==> src/rtl/rsq_pkg.sv <==
// Shared types for the reset sequencer.
package rsq_pkg;
    // Sequencer phases: waiting for a cold pulse, held in reset, recovering, running.
    typedef enum logic [1:0] {
        ST_COLD_WAIT = 2'd0,
        ST_HOLD      = 2'd1,
        ST_RECOVER   = 2'd2,
        ST_RUN       = 2'd3
    } rsq_state_e;
endpackage

==> src/rtl/rsq_sync.sv <==
// Multi-flop synchronizer for an asynchronous level.
// Assumes STAGES >= 2. Resets to 0, which reads as an asserted active-low pin.
module rsq_sync #(
    parameter int STAGES = 2
) (
    input  logic clk,
    input  logic rst_n,
    input  logic d,
    output logic q
);
    logic [STAGES-1:0] chain;

    // Shift the input through the flop chain.
    always_ff @(posedge clk) begin
        if (!rst_n) chain <= '0;
        else        chain <= {chain[STAGES-2:0], d};
    end

    assign q = chain[STAGES-1];
endmodule

==> src/rtl/rsq_timer.sv <==
// Saturating up-counter with synchronous clear.
// reached is high once the count is at or above limit.
// Assumes the width can hold every limit given to it.
module rsq_timer #(
    parameter int W = 4
) (
    input  logic         clk,
    input  logic         rst_n,
    input  logic         clr,
    input  logic         en,
    input  logic [W-1:0] limit,
    output logic         reached
);
    logic [W-1:0] count;

    // Count up while enabled, stick at all-ones, clear on request.
    always_ff @(posedge clk) begin
        if (!rst_n)                     count <= '0;
        else if (clr)                   count <= '0;
        else if (en && (count != '1))   count <= count + 1'b1;
    end

    assign reached = (count >= limit);

    // a clear always leaves the counter at zero on the next cycle
    a_r4_timer_clear: assert property (@(posedge clk) disable iff (!rst_n)
        clr |=> (count == '0));
endmodule

==> src/rtl/rsq_flash_guard.sv <==
// Flash-side reset effects: abort strobe, bounded abort window,
// read-mode state and write inhibit.
// Assumes accept_evt is a one-cycle event, and that run_d is the next-state "running" flag.
module rsq_flash_guard #(
    parameter int ABORT_CYC = 5,
    parameter int W         = 4
) (
    input  logic clk,
    input  logic rst_n,
    input  logic accept_evt,
    input  logic flash_busy,
    input  logic run_d,
    input  logic supply_low,
    output logic flash_abort,
    output logic flash_read_mode,
    output logic write_inhibit
);
    logic pend_q;
    logic pend_d;
    logic ab_done;
    logic abort_d;

    assign abort_d = accept_evt && flash_busy;

    rsq_timer #(.W(W)) u_abort_timer (
        .clk     (clk),
        .rst_n   (rst_n),
        .clr     (!pend_q),
        .en      (1'b1),
        .limit   (W'(ABORT_CYC - 1)),
        .reached (ab_done)
    );

    // Abort window opens on an abort and closes after ABORT_CYC cycles.
    always_comb begin
        pend_d = pend_q;
        if (abort_d)                  pend_d = 1'b1;
        else if (pend_q && ab_done)   pend_d = 1'b0;
    end

    // Register the abort window and all flash-facing outputs.
    always_ff @(posedge clk) begin
        if (!rst_n) begin
            pend_q          <= 1'b0;
            flash_abort     <= 1'b0;
            flash_read_mode <= 1'b1;
            write_inhibit   <= 1'b1;
        end else begin
            pend_q          <= pend_d;
            flash_abort     <= abort_d;
            flash_read_mode <= !pend_d && !(run_d && flash_busy);
            write_inhibit   <= !run_d || supply_low;
        end
    end

    // the abort strobe never lasts two cycles
    a_r5_abort_single: assert property (@(posedge clk) disable iff (!rst_n)
        flash_abort |=> !flash_abort);

    // read mode is left while the abort strobe is up
    a_r6_abort_not_read: assert property (@(posedge clk) disable iff (!rst_n)
        flash_abort |-> !flash_read_mode);
endmodule

==> src/rtl/rst_sequencer.sv <==
// Cold/warm reset sequencer.
// Qualifies reset-pin pulses against a cold or warm minimum width and enforces a shared recovery period.
// It also drives flash abort, read mode and write lockout, and flags valid logic outputs.
// Assumes supply_good, supply_low and flash_busy are synchronous to clk, and every *_CYC parameter is >= 1.
module rst_sequencer
    import rsq_pkg::*;
#(
    parameter int COLD_MIN_CYC  = 16,
    parameter int WARM_MIN_CYC  = 4,
    parameter int RECOVERY_CYC  = 8,
    parameter int ABORT_CYC     = 5,
    parameter int CFG_LOAD_CYC  = 6,
    parameter int SYNC_STAGES   = 2
) (
    input  logic clk,
    input  logic rst_n,
    input  logic supply_good,
    input  logic supply_low,
    input  logic reset_pin_n,
    input  logic flash_busy,
    output logic access_allowed,
    output logic flash_abort,
    output logic flash_read_mode,
    output logic write_inhibit,
    output logic outputs_valid
);
    localparam int MAX_A   = (COLD_MIN_CYC > WARM_MIN_CYC) ? COLD_MIN_CYC : WARM_MIN_CYC;
    localparam int MAX_B   = (RECOVERY_CYC > ABORT_CYC) ? RECOVERY_CYC : ABORT_CYC;
    localparam int MAX_C   = (MAX_A > MAX_B) ? MAX_A : MAX_B;
    localparam int MAX_CYC = (MAX_C > CFG_LOAD_CYC) ? MAX_C : CFG_LOAD_CYC;
    localparam int CNT_W   = $clog2(MAX_CYC + 1);

    rsq_state_e state_q, state_d;
    logic       warm_q, warm_d;
    logic       pin_s, pin_low;
    logic       lo_hit, rec_hit, cfg_hit;
    logic       accept_evt;
    logic [CNT_W-1:0] lo_limit;

    rsq_sync #(.STAGES(SYNC_STAGES)) u_pin_sync (
        .clk   (clk),
        .rst_n (rst_n),
        .d     (reset_pin_n),
        .q     (pin_s)
    );

    assign pin_low  = !pin_s;
    assign lo_limit = (state_q == ST_RUN) ? CNT_W'(WARM_MIN_CYC - 1)
                                          : CNT_W'(COLD_MIN_CYC - 1);

    rsq_timer #(.W(CNT_W)) u_low_timer (
        .clk     (clk),
        .rst_n   (rst_n),
        .clr     (!pin_low || !supply_good),
        .en      (pin_low),
        .limit   (lo_limit),
        .reached (lo_hit)
    );

    rsq_timer #(.W(CNT_W)) u_recovery_timer (
        .clk     (clk),
        .rst_n   (rst_n),
        .clr     (state_q != ST_RECOVER),
        .en      (1'b1),
        .limit   (CNT_W'(RECOVERY_CYC - 1)),
        .reached (rec_hit)
    );

    rsq_timer #(.W(CNT_W)) u_cfg_timer (
        .clk     (clk),
        .rst_n   (rst_n),
        .clr     (!supply_good),
        .en      (1'b1),
        .limit   (CNT_W'(CFG_LOAD_CYC - 1)),
        .reached (cfg_hit)
    );

    // Next phase: supply loss overrides everything, else qualify and time the pulse.
    always_comb begin
        state_d = state_q;
        if (!supply_good) begin
            state_d = ST_COLD_WAIT;
        end else begin
            case (state_q)
                ST_COLD_WAIT, ST_RUN: if (pin_low && lo_hit) state_d = ST_HOLD;
                ST_HOLD:              if (!pin_low) state_d = ST_RECOVER;
                ST_RECOVER: begin
                    if (pin_low)      state_d = ST_HOLD;
                    else if (rec_hit) state_d = ST_RUN;
                end
                default:              state_d = ST_COLD_WAIT;
            endcase
        end
    end

    // Warm state is earned by finishing recovery and lost with the supply.
    always_comb begin
        if (!supply_good)                                      warm_d = 1'b0;
        else if (state_q == ST_RECOVER && state_d == ST_RUN)   warm_d = 1'b1;
        else                                                   warm_d = warm_q;
    end

    assign accept_evt = (state_q == ST_COLD_WAIT || state_q == ST_RUN) && (state_d == ST_HOLD);

    // Register phase, warm flag and the access/validity outputs.
    always_ff @(posedge clk) begin
        if (!rst_n) begin
            state_q        <= ST_COLD_WAIT;
            warm_q         <= 1'b0;
            access_allowed <= 1'b0;
            outputs_valid  <= 1'b0;
        end else begin
            state_q        <= state_d;
            warm_q         <= warm_d;
            access_allowed <= (state_d == ST_RUN);
            outputs_valid  <= warm_d || (supply_good && cfg_hit);
        end
    end

    rsq_flash_guard #(.ABORT_CYC(ABORT_CYC), .W(CNT_W)) u_flash_guard (
        .clk             (clk),
        .rst_n           (rst_n),
        .accept_evt      (accept_evt),
        .flash_busy      (flash_busy),
        .run_d           (state_d == ST_RUN),
        .supply_low      (supply_low),
        .flash_abort     (flash_abort),
        .flash_read_mode (flash_read_mode),
        .write_inhibit   (write_inhibit)
    );

    // no access without write inhibit
    a_r7_inhibit_without_access: assert property (@(posedge clk) disable iff (!rst_n)
        !access_allowed |-> write_inhibit);

    // supply loss removes access and validity on the next edge
    a_r9_supply_drop: assert property (@(posedge clk) disable iff (!rst_n)
        !supply_good |=> (!access_allowed && !outputs_valid));

    // access is granted only at the end of recovery
    a_r4_grant_after_recovery: assert property (@(posedge clk) disable iff (!rst_n)
        $rose(access_allowed) |-> ($past(state_q) == ST_RECOVER));

    // running implies the warm state has been earned
    a_r2_run_is_warm: assert property (@(posedge clk) disable iff (!rst_n)
        (state_q == ST_RUN) |-> warm_q);

    // an accepted warm pulse removes access on the next edge
    a_r10_access_drops: assert property (@(posedge clk) disable iff (!rst_n)
        (supply_good && state_q == ST_RUN && pin_low && lo_hit) |=> !access_allowed);
endmodule

==> config.mk <==
export PLATFORM = sky130hd
export DESIGN_NAME = rst_sequencer
export DESIGN_NICKNAME = d
export VERILOG_FILES = /design/src/rtl/rsq_pkg.sv /design/src/rtl/rsq_sync.sv /design/src/rtl/rsq_timer.sv /design/src/rtl/rsq_flash_guard.sv /design/src/rtl/rst_sequencer.sv
export SDC_FILE = /design/constraint.sdc
export NUM_CORES = 1
export LEC_CHECK = 0
export BUFFER_PORTS_ARGS = -buffer_cell sky130_fd_sc_hd__buf_2
export CORE_UTILIZATION = 50
export CTS_CLUSTER_SIZE = 30
export DETAILED_ROUTE_END_ITERATION = 12
export GPL_TIMING_DRIVEN = 0
export HOLD_SLACK_MARGIN = 0.05
export PLACE_DENSITY_LB_ADDON = 0.3
export SLEW_MARGIN = 25
export SYNTH_ARGS = -nofsm -noshare
export SYNTH_HDL_FRONTEND = slang
export SYNTH_SLANG_ARGS = --single-unit
==> constraint.sdc <==
create_clock -name clk -period 4.2 [get_ports clk]
set_input_delay 0.84 -clock clk [delete_from_list [all_inputs] [get_ports clk]]
set_output_delay 0.84 -clock clk [all_outputs]
set_load 0.03 [all_outputs]
**Yosys cells after proc, flatten, opt, wreduce, memory -nomap -nowiden**

Cells that the tools add are included.
W data, S select, Z words.

- Memory bits (read-only): 0
- Latch bits: 0
- Bits in writable memories: 0
- Memories kept: 0
- Input port bits: 6
- Register bits after elaboration: 31
- Logic and storage cells: 67

- Bitwise operators: 1
- Muxes and demuxes: 11
- Shift operators: 0
- $add $sub $neg: 4
- Reductions and logical operators: 24
- Order comparisons: 4
- Divide/modulo/power cells: 0
- Equality and inequality tests: 10
- Multiply operators: 0

Operator list:

| operator | number |
|---|---|
| $add A5 B1 Y5 const B | 4 |
| $ne A5 B5 Y1 const B | 4 |
| $ge A5 B3 Y1 const B | 3 |
| $mux W2 | 5 |
| $logic_and A1 B1 Y1 | 9 |
| $eq A2 B2 Y1 const B | 3 |
| $pmux W2 S3 | 1 |
| $reduce_or A2 Y1 | 3 |
| $ge A5 B4 Y1 | 1 |
| $logic_not A1 Y1 | 5 |
| $eq A2 B1 Y1 const B | 2 |
| $logic_or A1 B1 Y1 | 4 |
| $mux W1 | 4 |
| $mux W4 | 1 |
| $reduce_and A2 Y1 | 2 |
| $logic_not A2 Y1 | 1 |
| $ne A2 B2 Y1 const B | 1 |
| $not A1 Y1 | 1 |

**Logic depth before layout (Yosys ltp)**

- Depth after elaboration: 13
- Depth in mapped cells: 6
- Mapped depth without buffers: 6

**Cells and area by module**

A second synthesis with hierarchy kept.

- Cells, all modules: 229
- Area, all modules: 1951.9 µm²

By module, submodules not included:

| module | sequential area each (µm²) | times used | area each (µm²) | cells an instance |
|---|---|---|---|---|
| rsq_timer | 100.1 | 4 | 352.8 | 41 |
| rst_sequencer | 100.1 | 1 | 349.1 | 47 |
| rsq_flash_guard | 80.1 | 1 | 138.9 | 14 |
| rsq_sync | 40.0 | 1 | 52.6 | 4 |

**Least setup slack after synthesis**

No wires, ideal clock.

- Path kind: register to register
- Start: register state_q[0]
- End: register u_flash_guard.write_inhibit
- Path slack: 2370 ps
- Period minus slack after synthesis: 1830 ps
- Cell stages (with the launch flop): 7
- Arrival time: 1703 ps
- Setup time: 127 ps
- Path buffers: 0
- Path through: dfxtp_1 -> ha_1 -> ha_1 -> nand3b_1 -> o22ai_1 -> o311ai_4 -> or3_1

- Cells in the longest elaborated chain, start to end: 10

RTL lines:

| what | RTL line | RTL |
|---|---|---|
| start: declaration | rst_sequencer.sv:33 | `rsq_state_e state_q, state_d;` |
| start signal: assignment | rst_sequencer.sv:113 | `state_q <= state_d;` |
| $eq A2 B2 Y1 | rst_sequencer.sv:48, rst_sequencer.sv:84 |  |
| $mux W4 | rst_sequencer.sv:48 | `assign lo_limit = (state_q == ST_RUN) ? CNT_W'(WARM_MIN_CYC - 1)` |
| $ge A5 B4 Y1 | rsq_timer.sv:23 | `assign reached = (count >= limit);` |
| $logic_and A1 B1 Y1 | rst_sequencer.sv:85 | `ST_COLD_WAIT, ST_RUN: if (pin_low && lo_hit) state_d = ST_HOLD;` |
| $mux W2 | rst_sequencer.sv:85 |  |
| $pmux W2 S3 (*) | rst_sequencer.sv:84 | `case (state_q)` |
| $mux W2 (*) | rst_sequencer.sv:81 | `if (!supply_good) begin` |
| $eq A2 B2 Y1 (*) | rst_sequencer.sv:125 | `.run_d (state_d == ST_RUN),` |
| $logic_not A1 Y1 (*) | rsq_flash_guard.sv:52 | `write_inhibit <= !run_d \|\| supply_low;` |
| $logic_or A1 B1 Y1 (*) | rsq_flash_guard.sv:52 |  |
| end signal: assignment | rsq_flash_guard.sv:52 |  |
| end: declaration | rsq_flash_guard.sv:16 | `output logic write_inhibit` |

Mark *: on every way between the ends. The rest lies on a longest branch, timed or not.
A chain may end at the register's enable or synchronous reset.

**Worst setup path in the final report**

- Start: register state_q[1]
- End: register outputs_valid

- Cells in the longest elaborated chain, start to end: 12

RTL lines:

| what | RTL line | RTL |
|---|---|---|
| $eq A2 B2 Y1 | rst_sequencer.sv:48, rst_sequencer.sv:84 |  |
| $mux W4 | rst_sequencer.sv:48 |  |
| $ge A5 B4 Y1 | rsq_timer.sv:23 |  |
| $logic_and A1 B1 Y1 | rst_sequencer.sv:85 |  |
| $mux W2 | rst_sequencer.sv:85 |  |
| $pmux W2 S3 | rst_sequencer.sv:84 |  |
| $mux W2 | rst_sequencer.sv:81 |  |
| $eq A2 B2 Y1 | rst_sequencer.sv:99 | `else if (state_q == ST_RECOVER && state_d == ST_RUN) warm_d = 1'b1;` |
| $logic_and A1 B1 Y1 (*) | rst_sequencer.sv:99 |  |
| $mux W1 (*) | rst_sequencer.sv:99 |  |
| $mux W1 (*) | rst_sequencer.sv:98 | `if (!supply_good) warm_d = 1'b0;` |
| $logic_or A1 B1 Y1 (*) | rst_sequencer.sv:116 | `outputs_valid <= warm_d \|\| (supply_good && cfg_hit);` |
| end signal: assignment | rst_sequencer.sv:116 |  |
| end: declaration | rst_sequencer.sv:25 | `output logic outputs_valid` |

Marked as above.

==> metrics.cfg <==
[logic_synthesis]
synth.largest_area_cell=sky130_fd_sc_hd__dfxtp_1
mappedNetlistArea_um2=1520
synth-seq-area-share_pct=40.8
synthCells=153
yosys_register_bits=31
ys.warnings.count=0
syn-num-nets=174
synth.top_cell.area_share_pct=40.8
synth.area.top_cells=sky130_fd_sc_hd__dfxtp_1 41%, sky130_fd_sc_hd__ha_1 12%, sky130_fd_sc_hd__nor2_1 6.2%
syn-mean-instance-area_um2=9.94
yosysUniqueCellTypes=36

[final_layout]
n_antenna_cell=0
drive_above_1_share_pct=15.2
syn2layout_area_growth_pct=11.5
num-nets-final=191
final.fill_count=253
non_filler_instance_count_after_layout=202
post-route-util_pct=59.9

[routing]
totalWireLength_um=2530
route.vias.total=1098
drt_pass1_iterations=4
detailed_route_iter0_violations=9
final_antenna_net_count=0
routed_len_inst_um=12.5
drc=0
viasPerCell=5.44

[hold_path]
timing.hold.worst.start=u_pin_sync.chain[0]
timing.hold.worst_endpoint=u_pin_sync.chain[1]
hp-class=register to register
worst_hold_path.num_cells=1

[clock_tree]
post_cts_resize_count=0
ctsHoldBuffers=0
cts_max_path_buffers=2
cts_htree_levels=2
post-cts-setup-buffer-count=0
clk_pin_slew_worst_paths_ps=100
cts.sinks=31
number_of_cts_inserted_buffers=5
cts_root_buf=sky130_fd_sc_hd__clkbuf_4
clkLatencyLatePin_ps=330
tritoncts=done

[global_route]
grt_first_pass_wirelength_um=4550
antenna_violations_before_repair=0
grt_start_max_net_pins=11
grt.overflow.total=0
gr-usage-all-layers_pct=18.3
vias_in_the_first_global_route=1110

[timing]
rsz0062_at_grt=no
drv_slew=0
timing.final.crit_period_ps=2090
report.final.hold_viol_count=0
finalSetupViolCount=0
aggregate_negative_setup_slack_ps=0
maxClockFrequency_mhz=479
slew_headroom_pct=69.8
tightest_slew_ps=452
timing.final.ws_setup_ps=2110
clock_skew_ps=2.96
tcrit_tclk_final_pct=49.7

[setup_path]
cp.arrival_ps=2300
reg2reg_slack_ps=2110
worst_path_most_repeated_cell=sky130_fd_sc_hd__ha_1
critical_path_peak_fanout=8
r2r_cells=6
worst_setup_path_end_kind=register
timing.critical_path.cells=ha_1 -> ha_1 -> a211oi_1 -> o22ai_1 -> o311ai_4 -> o32ai_1
crit_required_ps=4410
crit_path_top_delay_cell=sky130_fd_sc_hd__dfxtp_1
rr_startpoint=state_q[1]
critical_path.reg2reg.endpoint=outputs_valid
critPathMaxStageDelay_ps=480
critical_path.startpoint_type=register
worst-setup-path-type=register to register

[power]
leakagePower_nw=0.749
power.density_nw_per_um2=329
vdd.ir_drop.worst_v=0.000246

[floorplanning]
die-height_um=57.1
initial_core_util_pct=53.7
placement_rows=19
die-width_um=57.1
core_area_um2=2830
io_pins=11
die_area_um2=3260

[place]
globalplace.congestion=0.725
place_ws_ps=2130
input_output_buffers=10
place_hpwl_um=1940
place_inst=194

[run_status]
run_status=finished, final reports clean

[flow_run]
maxCapViolations=0

[state kept, by name (all words and copies together) (netlist names)]
| signal | cells |
|---|---|
| u_cfg_timer.count | 5 |
| state_q | 2 |
| u_flash_guard.flash_abort | 1 |
| u_pin_sync.chain | 2 |
| u_recovery_timer.count | 5 |
| outputs_valid | 1 |
| u_flash_guard.flash_read_mode | 1 |
| u_low_timer.count | 5 |
| u_flash_guard.write_inhibit | 1 |
| u_flash_guard.u_abort_timer.count | 5 |
| u_flash_guard.pend_q | 1 |
| access_allowed | 1 |
| warm_q | 1 |
[synthesized netlist by cell type]
cell type and number:
sky130_fd_sc_hd__o31a_1 2, sky130_fd_sc_hd__o31ai_1 2, sky130_fd_sc_hd__inv_1 12, sky130_fd_sc_hd__o311ai_4 1, sky130_fd_sc_hd__o22ai_1 2, sky130_fd_sc_hd__mux2i_1 7, sky130_fd_sc_hd__o21ai_0 1, sky130_fd_sc_hd__a211oi_1 1
sky130_fd_sc_hd__ha_1 15, sky130_fd_sc_hd__a21oi_1 4, sky130_fd_sc_hd__xor2_1 8, sky130_fd_sc_hd__nor3b_1 1, sky130_fd_sc_hd__o21a_1 2, sky130_fd_sc_hd__o211ai_1 1, sky130_fd_sc_hd__nand3b_1 2, sky130_fd_sc_hd__or4_1 1
sky130_fd_sc_hd__nor3_1 2, sky130_fd_sc_hd__nand3_1 1, sky130_fd_sc_hd__xnor2_1 4, sky130_fd_sc_hd__nor2b_1 4, sky130_fd_sc_hd__nor2_1 25, sky130_fd_sc_hd__a21boi_1 1, sky130_fd_sc_hd__nor4b_2 1, sky130_fd_sc_hd__o32ai_1 1
sky130_fd_sc_hd__nand2_4 1, sky130_fd_sc_hd__and2_2 2, sky130_fd_sc_hd__or3_1 1, sky130_fd_sc_hd__o211ai_4 1, sky130_fd_sc_hd__nor4_1 1, sky130_fd_sc_hd__nand2_1 4, sky130_fd_sc_hd__a31oi_2 1, sky130_fd_sc_hd__or2_1 1
sky130_fd_sc_hd__nand4b_1 4, sky130_fd_sc_hd__dfxtp_1 31, sky130_fd_sc_hd__o311ai_2 1, sky130_fd_sc_hd__and3_1 4
[placed cells by master, fill, tap and decap left out, types with 4 or more instances in the layout]
cell / count
sky130_fd_sc_hd__nand2_1: 4
sky130_fd_sc_hd__a21oi_1: 4
sky130_fd_sc_hd__mux2i_1: 7
sky130_fd_sc_hd__xor2_1: 8
sky130_fd_sc_hd__ha_1: 15
sky130_fd_sc_hd__nor2b_1: 4
sky130_fd_sc_hd__inv_1: 12
sky130_fd_sc_hd__buf_2: 10
sky130_fd_sc_hd__dfxtp_1: 31
sky130_fd_sc_hd__nor2_1: 25
sky130_fd_sc_hd__clkbuf_4: 5
sky130_fd_sc_hd__xnor2_1: 4
sky130_fd_sc_hd__nand4b_1: 4
sky130_fd_sc_hd__and3_1: 4
[kinds of logic (layout without fill, tap and decap cells)]
group           after synthesis  after routing  synth area share (%)
simple gates                 55             55                  19.7
flops                        31             31                  40.8
compound gates               21             21                  12.7
fa+ha+maj                    15             15                  12.3
xor+xnor                     12             12                  6.91
buf+inv                      12             30                  2.96
mux                           7              7                  4.61
[how the worst max path moves through the flow]
stage,to,slack [ps],cells after the start,from
after CTS,outputs_valid,2100,6,state_q[0]
final,outputs_valid,2110,6,state_q[1]
after detailed placement,outputs_valid,2130,6,state_q[0]
after floorplan,u_flash_guard.write_inhibit,2370,6,state_q[0]
after global placement,u_flash_guard.write_inhibit,2170,5,rst_n
after global routing,outputs_valid,1960,6,state_q[0]
[area by class of cell]
type	instances	area (um^2)	share of cell area [%]
multi-input cells	110	855	50.4
flip-flops and latches	31	621	36.6
clock buffers	6	51.3	3.03
repair buffers	10	50.0	2.95
inverters	12	45.0	2.66
well taps	31	38.8	2.29
clock inverters	2	35.0	2.07
[report_power, final]
part	internal, mW	total (mW)	switching (mW)
combinational	0.00658	0.0146	0.00799
clock	0.141	0.243	0.102
sequential	0.296	0.300	0.00310
total	0.444	0.557	0.113
[worst max-delay path, delay by kind of cell (launching register included)]
family / cells / cell delay, ps
DFF: 1 / 480
adders and majority gates: 2 / 500
AOI/OAI and AO/OA: 4 / 990
[layer usage]
layer	routed length (um)	track usage [%]
met1	1180	20.1
met2	1230	32.9
met3	74	6.35
met4	46	6.27
met5	0	0
[metrics by stage]
step           total power, mW  hold slack [ps]  instance area [um^2]
6_report                 0.557              461                  1700
5_1_grt                  0.580              488                  1700
4_1_cts                  0.562              468                  1700
3_5_place_dp             0.321              444                  1610
3_3_place_gp             0.320              430                  1610
2_1_floorplan            0.315              426                  1520
Power figures use the tool's default switching activity.
